### config.mk
export PLATFORM = sky130hd
export DESIGN_NAME = kbd_rx_fifo
export DESIGN_NICKNAME = d
export VERILOG_FILES = /design/src/rtl/kbd_rx_pkg.sv /design/src/rtl/kbd_rx_store.sv /design/src/rtl/kbd_rx_handshake.sv /design/src/rtl/kbd_rx_fifo.sv
export SDC_FILE = /design/constraint.sdc
export NUM_CORES = 1
export LEC_CHECK = 0
export BUFFER_PORTS_ARGS = -buffer_cell sky130_fd_sc_hd__buf_2
export CAP_MARGIN = 20
export CELL_PAD_IN_SITES_DETAIL_PLACEMENT = 0
export CELL_PAD_IN_SITES_GLOBAL_PLACEMENT = 1
export CORE_ASPECT_RATIO = 1.25
export CORE_MARGIN = 2
export CORE_UTILIZATION = 45
export DETAILED_ROUTE_END_ITERATION = 12
export PLACE_DENSITY_LB_ADDON = 0.1
export SETUP_SLACK_MARGIN = 0.02
export SYNTH_ARGS = -nofsm -noshare
export SYNTH_HDL_FRONTEND = slang
export SYNTH_HIERARCHICAL = 1
export SYNTH_SLANG_ARGS = --single-unit
### constraint.sdc
create_clock -name clk -period 5.2 [get_ports clk]
set_input_delay 1.04 -clock clk [delete_from_list [all_inputs] [get_ports clk]]
set_output_delay 1.04 -clock clk [all_outputs]
set_load 0.01 [all_outputs]
### src/rtl/kbd_rx_pkg.sv
package kbd_rx_pkg;

    localparam int KBD_CHAR_W = 8;

    typedef enum logic [1:0] {
        RD_IDLE = 2'd0,
        RD_WAIT = 2'd1,
        RD_HOLD = 2'd2
    } rd_state_t;

    typedef struct packed {
        logic                  empty;
        logic                  done;
        logic [KBD_CHAR_W-1:0] ch;
    } kbd_status_t;

    function automatic logic ptrs_full(input logic [15:0] wp, input logic [15:0] rp,
                                       input int unsigned idx_w);
        logic [15:0] mask;
        mask = (16'd1 << idx_w) - 16'd1;
        return ((wp & mask) == (rp & mask)) && (wp[idx_w] != rp[idx_w]);
    endfunction

endpackage

### src/rtl/kbd_rx_store.sv
module kbd_rx_store #(
    parameter int DEPTH  = 16,
    parameter int DATA_W = 8
) (
    input  logic              clk,
    input  logic              rst,
    input  logic              wr_en,
    input  logic [DATA_W-1:0] wr_data,
    input  logic              rd_adv,
    output logic [DATA_W-1:0] head,
    output logic              empty,
    output logic              ovf
);
    import kbd_rx_pkg::*;

    localparam int IDX_W = $clog2(DEPTH);
    localparam int PTR_W = IDX_W + 1;

    logic [DATA_W-1:0] mem [DEPTH];
    logic [PTR_W-1:0]  wptr, rptr;
    logic              full;

    assign empty = (wptr == rptr);
    assign full  = ptrs_full(16'(wptr), 16'(rptr), IDX_W);
    assign head  = mem[rptr[IDX_W-1:0]];

    always_ff @(posedge clk) begin
        if (wr_en && !full) begin
            mem[wptr[IDX_W-1:0]] <= wr_data;
        end
    end

    always_ff @(posedge clk) begin
        if (rst) begin
            wptr <= '0;
            rptr <= '0;
            ovf  <= 1'b0;
        end else begin
            if (wr_en) begin
                if (full) ovf  <= 1'b1;
                else      wptr <= wptr + PTR_W'(1);
            end
            if (rd_adv && !empty) begin
                rptr <= rptr + PTR_W'(1);
            end
        end
    end

endmodule

### src/rtl/kbd_rx_handshake.sv
module kbd_rx_handshake #(
    parameter int DATA_W = 8
) (
    input  logic              clk,
    input  logic              rst,
    input  logic              req,
    input  logic              empty,
    input  logic [DATA_W-1:0] head,
    output logic              adv,
    output logic              done,
    output logic [DATA_W-1:0] data_q
);
    import kbd_rx_pkg::*;

    rd_state_t state;

    assign adv = req && !empty && (state == RD_IDLE || state == RD_WAIT);

    always_ff @(posedge clk) begin
        if (rst) begin
            state  <= RD_IDLE;
            done   <= 1'b0;
            data_q <= '0;
        end else begin
            case (state)
                RD_IDLE, RD_WAIT: begin
                    if (!req) begin
                        state <= RD_IDLE;
                    end else if (!empty) begin
                        data_q <= head;
                        done   <= 1'b1;
                        state  <= RD_HOLD;
                    end else begin
                        state <= RD_WAIT;
                    end
                end
                RD_HOLD: begin
                    if (!req) begin
                        done  <= 1'b0;
                        state <= RD_IDLE;
                    end
                end
                default: begin
                    done  <= 1'b0;
                    state <= RD_IDLE;
                end
            endcase
        end
    end

endmodule

### src/rtl/kbd_rx_fifo.sv
module kbd_rx_fifo #(
    parameter int DEPTH = 16
) (
    input  logic                              clk,
    input  logic                              rst,
    input  logic [kbd_rx_pkg::KBD_CHAR_W-1:0] in_byte,
    input  logic                              in_stb,
    input  logic                              rd_req,
    output logic                              rd_done,
    output logic [kbd_rx_pkg::KBD_CHAR_W-1:0] rd_byte,
    output logic                              buf_empty,
    output logic                              ovf_sticky,
    output logic [kbd_rx_pkg::KBD_CHAR_W+1:0] status_word
);
    import kbd_rx_pkg::*;

    logic [KBD_CHAR_W-1:0] head;
    logic                  rd_adv;
    kbd_status_t           stat;

    kbd_rx_store #(.DEPTH(DEPTH), .DATA_W(KBD_CHAR_W)) u_store (
        .clk     (clk),
        .rst     (rst),
        .wr_en   (in_stb),
        .wr_data (in_byte),
        .rd_adv  (rd_adv),
        .head    (head),
        .empty   (buf_empty),
        .ovf     (ovf_sticky)
    );

    kbd_rx_handshake #(.DATA_W(KBD_CHAR_W)) u_hs (
        .clk    (clk),
        .rst    (rst),
        .req    (rd_req),
        .empty  (buf_empty),
        .head   (head),
        .adv    (rd_adv),
        .done   (rd_done),
        .data_q (rd_byte)
    );

    always_comb begin
        stat.empty  = buf_empty;
        stat.done   = rd_done;
        stat.ch     = rd_byte;
        status_word = stat;
    end

endmodule

Yosys cells after proc, flatten, opt, wreduce, memory -nomap -nowiden
Memory sizes are Yosys's and may differ from the RTL's. A register that Yosys moved wholly into a read port is not among the register bits. Cells that the tools add are included.

Logic and storage cells: 42. Input port bits: 12. Output and inout port bits: 21. Bits in registers: 14. Memories: 1. Memory bits (writable): 128.

Bitwise operators: 2. Mux-type cells: 10. Reduce and logical (&&, ||, !) cells: 14. Add/sub/neg operators: 2. Equality and inequality tests: 8.

Memories: u_store.mem (words 16, width 8, read ports 1, clocked after memory_dff 1, wr ports 1, line kbd_rx_store.sv:19) `logic [DATA_W-1:0] mem [DEPTH];`.

Operators by type and width (number): $add 5x1->5 const B (2); $mux 2 (3); $ne 2x2->1 const B (3); $reduce_and 3->1 (2); $eq 5x5->1 (1); $logic_and 1x1->1 (5); $mux 1 (5); $eq 4x4->1 (1); $pmux 2 s2 (1); $reduce_and 2->1 (2); $eq 2x1->1 const B (1); $eq 2x2->1 const B (1); $logic_not 1->1 (2); $logic_not 2->1 (1); $not 1->1 (2); $pmux 1 s2 (1); $reduce_or 2->1 (1); $logic_or 1x1->1 (1); $ne 1x1->1 (1).

Depth between registers and ports, before layout
Depth after elaboration: 6. Gate-level depth with buffers: 13. Gate-level depth less buffers: 10.

Hierarchy
The synthesis kept the hierarchy.

Modules (own cells, without submodules): kbd_rx_store (area an instance 5863.1 um^2, cells an instance 288, instances 1, seq. area each 4144.0 um^2); kbd_rx_handshake (area an instance 440.4 um^2, cells an instance 47, instances 1, seq. area each 220.2 um^2); kbd_rx_fifo (area an instance 75.1 um^2, cells an instance 10, instances 1, seq. area each 0.0 um^2).

Worst setup path after synthesis
Ideal clock, no wire load.

Kind: flip-flop to flip-flop. Start point: register u_store.wptr[3]. End point: register (tool-made name). Setup slack: 2.806 ns. Required time: 5.079 ns. Period minus slack after synthesis: 2.394 ns. Buffers on the path: 3. Stages on the path, launching flop included: 13. Arrival: 2.274 ns. Path through: dfxtp_1 -> buf_2 -> xnor2_1 -> and4_1 -> buf_2 -> nand2_1 -> inv_1 -> or3b_1 -> buf_6 -> clkinv_8 -> inv_1 -> a21oi_2 -> mux2_2.

RTL lines: from (decl) (line kbd_rx_store.sv:20) `logic [PTR_W-1:0] wptr, rptr;`; from (signal assigned) (line kbd_rx_store.sv:41) `else wptr <= wptr + PTR_W'(1);`.

Worst setup path after layout
Start point: register u_store.wptr[0]. End point: output port buf_empty.

Cells in the longest elaborated chain, start to end: 1.

Ends and longest elaborated chain: $eq 5x5->1 (line kbd_rx_store.sv:23) `assign empty = (wptr == rptr);`; to (decl) (line kbd_rx_fifo.sv:11) `output logic buf_empty,`.

Every way passes these cells.

==> flow_summary.toml <==
[run_status]
status = "complete, no violations"

[worst_setup_path]
critical_path_class = "reg -> out"
rrSetupSlack_ns = 2.42
reg2reg_depth = 10
end_kind = "output port"
crit_fanout = 7
cp.required_ns = 4.16
crit_path_start_kind = "flop"
arrival_ns = 2.06
crit_chain = "xnor2_1 > and4_1 > nand2_1 > inv_1 > buf_2"
cp_slowest_cell = "dfxtp_1"
regToRegStartpoint = "u_store/wptr[0]"
slowest_delay_ns = 0.46
crit_family = "simple AND/OR/NAND/NOR gates"
worst-path-buf-inv = 2

[clock_tree]
clkTransAtPathRegs_ns = 0.06
cts.path.max_buffers = 2
h-tree-depth = 4
numCtsBuffers = 17
hold_buffers = 0
clk_latency_ns = 0.42
cts_resized = 0
postCtsSetupRepairBufs = 0
cts_tree = "built"
root_buffer = "clkbuf_16"
cts_sinks = 154

[finish]
n_antenna_cell = 0
area_growth_pct = 11.8
drive_gt1_share_pct = 24.5
nNetsFinal = 388
fill_cells = 1163

[yosys]
synth_top_family_by_area = "multiplexers"
synth_cells = 345
synthTopCellsByCount = "edfxtp_1, dfxtp_1, mux4_1"
netlist_area_um2 = 6380
synth_cell_types = 45
post_synth_xor_area_fraction_pct = 0.824
synth_compound_area_share_pct = 3.98
synthTopCellsByArea = "edfxtp_1, mux4_1, dfxtp_1, mux4_2, and3_1"
synth_area_leader_cell = "edfxtp_1"
yosysWarnings = 6
ys_seq_elements = 154
yosys.area.top_type_share_pct = 60.3
muxShareOfSynthArea_pct = 16.7
yosysMostFrequentCell = "edfxtp_1"
synth_flop_cell = "edfxtp_1"
synth_simple_gate_area_share_pct = 5.12
synthArstFlopShare_pct = 0
syn_nets = 362
synthAdderAreaFrac_pct = 0.981
avgSynthCellArea_um2 = 18.5
synth_enable_flop_cells = 128
seq_area_frac_synth_pct = 68.4

[route]
detail-route-antenna-nets = 0
via_per_inst = 5.76
routed_wl_um = 13100
drtIter0Drc = 181
drc_errors = 0
wire_per_inst_um = 23.4
num_vias = 3220
firstDrtPassIters = 4

[timing]
fin_crit_ns = 3.10
hold_viol = 0
fin_crit_sh_pct = 59.6
fin_setup_tns_ns = 0
worstMarginPinSlew_ns = 1.06
clock.fmax_mhz = 323
clock_skew_ns = 0.00690
fin_ws_ns = 2.10
setup_violations = 0
slew-limit-headroom_pct = 29.3
rsz0062_at_grt = "no"
maxSlewViolCount = 0

[hold_path]
hp-class = "reg -> reg"
holdPathStages = 1
hold_start = "u_hs/state[0]"
whs_endpoint = "u_hs/state[1]"

[power]
p_int_mw = 2.14
power_density_nw_per_um2 = 385
cellLeakagePower_nw = 2.41
clkPwrFrac_pct = 42.4
seq_power_share_pct = 50.7
netSwitchingFraction_pct = 22.0
peakVddDrop_mv = 0.226
combPwrFrac_pct = 6.9
switching_power_mw = 0.604

[grt]
grtUsageTotal_pct = 18.4
grt_pass1_wl_um = 19400
globalRouteOverflowTotal = 0
antenna_found_initial = 0
first_global_vias = 3190
grt_max_degree = 33

[placed_design]
hpwl_um = 8000
dp_slack_ns = 2.44
gp_congestion = 0.723
port_buffers = 32

[run]
drv_cap = 0

[die]
die_height_um = 137
die_w_um = 110
start_util_pct = 46.2
io_pins = 33
core-area_um2 = 13800
rows = 48
die_area_um2 = 15100
[cell families after synthesis]
family	count (synthesis)
flip-flops	154
AND/OR/NAND/NOR	63
multiplexers	47
buffers and inverters	38
AO/OA/AOI/OAI	32
XOR/XNOR	6
adder cells (fa/ha/maj)	5
[power groups by stage]
stage | Combinational [mW] | Sequential (mW) | Clock [mW]
floorplan | 0.159 | 1.40 | 0
global placement | 0.189 | 1.42 | 0
detailed placement | 0.192 | 1.42 | 0
CTS | 0.192 | 1.39 | 1.19
global route | 0.205 | 1.40 | 1.23
finish | 0.190 | 1.39 | 1.16
[stage by stage]
| step | power, mW | util [%] | std cells | hold slack, ns | instance area [µm²] |
|---|---|---|---|---|---|
| floorplan | 1.56 | - | 345 | 0.407 | 6380 |
| global placement | 1.61 | 47.6 | 527 | 0.417 | 6570 |
| detailed placement | 1.61 | 47.6 | 527 | 0.422 | 6570 |
| CTS | 2.77 | 51.6 | 559 | 0.428 | 7130 |
| global route | 2.83 | 51.6 | 559 | 0.452 | 7130 |
| finish | 2.75 | 51.6 | 559 | 0.425 | 7130 |
[metal layers]
layer	vias up	share of wire [%]	global-route usage, %
li1	1444	-	-
met2	75	52	31.4
met4	0	2.6	8.13
met3	21	2.8	4.65
met1	1680	43	22.2
met5	-	0	0
[area by class of cell]
cell class	count	area [µm²]	share of cell area, %
timing repair buffer	33	168	2.35
sequential	154	4370	61.2
clock buffer	18	429	6.02
multi-input combinational	153	1760	24.7
clock inverter	14	131	1.84
inverter	12	57.6	0.807
tap	175	219	3.07
[cells in the final DEF, fill, tap and decap left out, types with 3 or more instances in the layout]
| master | netlist | layout |
|---|---|---|
| and4_1 | 3 | 3 |
| clkinvlp_4 | 0 | 3 |
| clkinv_2 | 0 | 4 |
| nor2b_1 | 3 | 3 |
| clkbuf_16 | 0 | 17 |
| mux2_2 | 3 | 3 |
| edfxtp_1 | 128 | 128 |
| nand2_1 | 19 | 19 |
| mux4_1 | 24 | 24 |
| buf_2 | 4 | 32 |
| inv_1 | 11 | 11 |
| nor2_1 | 10 | 10 |
| dfxtp_1 | 26 | 24 |
| o311ai_0 | 4 | 4 |
| o21ai_0 | 4 | 4 |
| clkinv_1 | 0 | 3 |
| mux4_2 | 16 | 16 |
| nand3_1 | 3 | 3 |
| a21oi_2 | 9 | 9 |
| ha_1 | 5 | 5 |
| and3_1 | 15 | 15 |
| xnor2_1 | 5 | 5 |
| a21oi_1 | 3 | 3 |
[sequential cells by signal (all words and copies together) (netlist names), named ones only]
name and flops:
u_store/mem 128, u_store/rptr 5, u_store/wptr 5, u_hs/data_q 8
u_store/ovf 1, u_hs/done 1, u_hs/state 2
[how the worst max path moves through the flow]
stage | start | to | slack (ns) | depth (start not counted)
after floorplan | u_store/wptr[3] | flop | 2.81 | 12
after global placement | u_store/wptr[3] | flop | 2.48 | 9
after detailed placement | u_store/wptr[3] | u_store/rptr[0] | 2.44 | 9
after CTS | u_store/wptr[0] | buf_empty | 2.09 | 5
after global routing | u_store/wptr[0] | buf_empty | 1.96 | 5
final | u_store/wptr[0] | buf_empty | 2.10 | 5
Power figures use the tool's default switching activity.
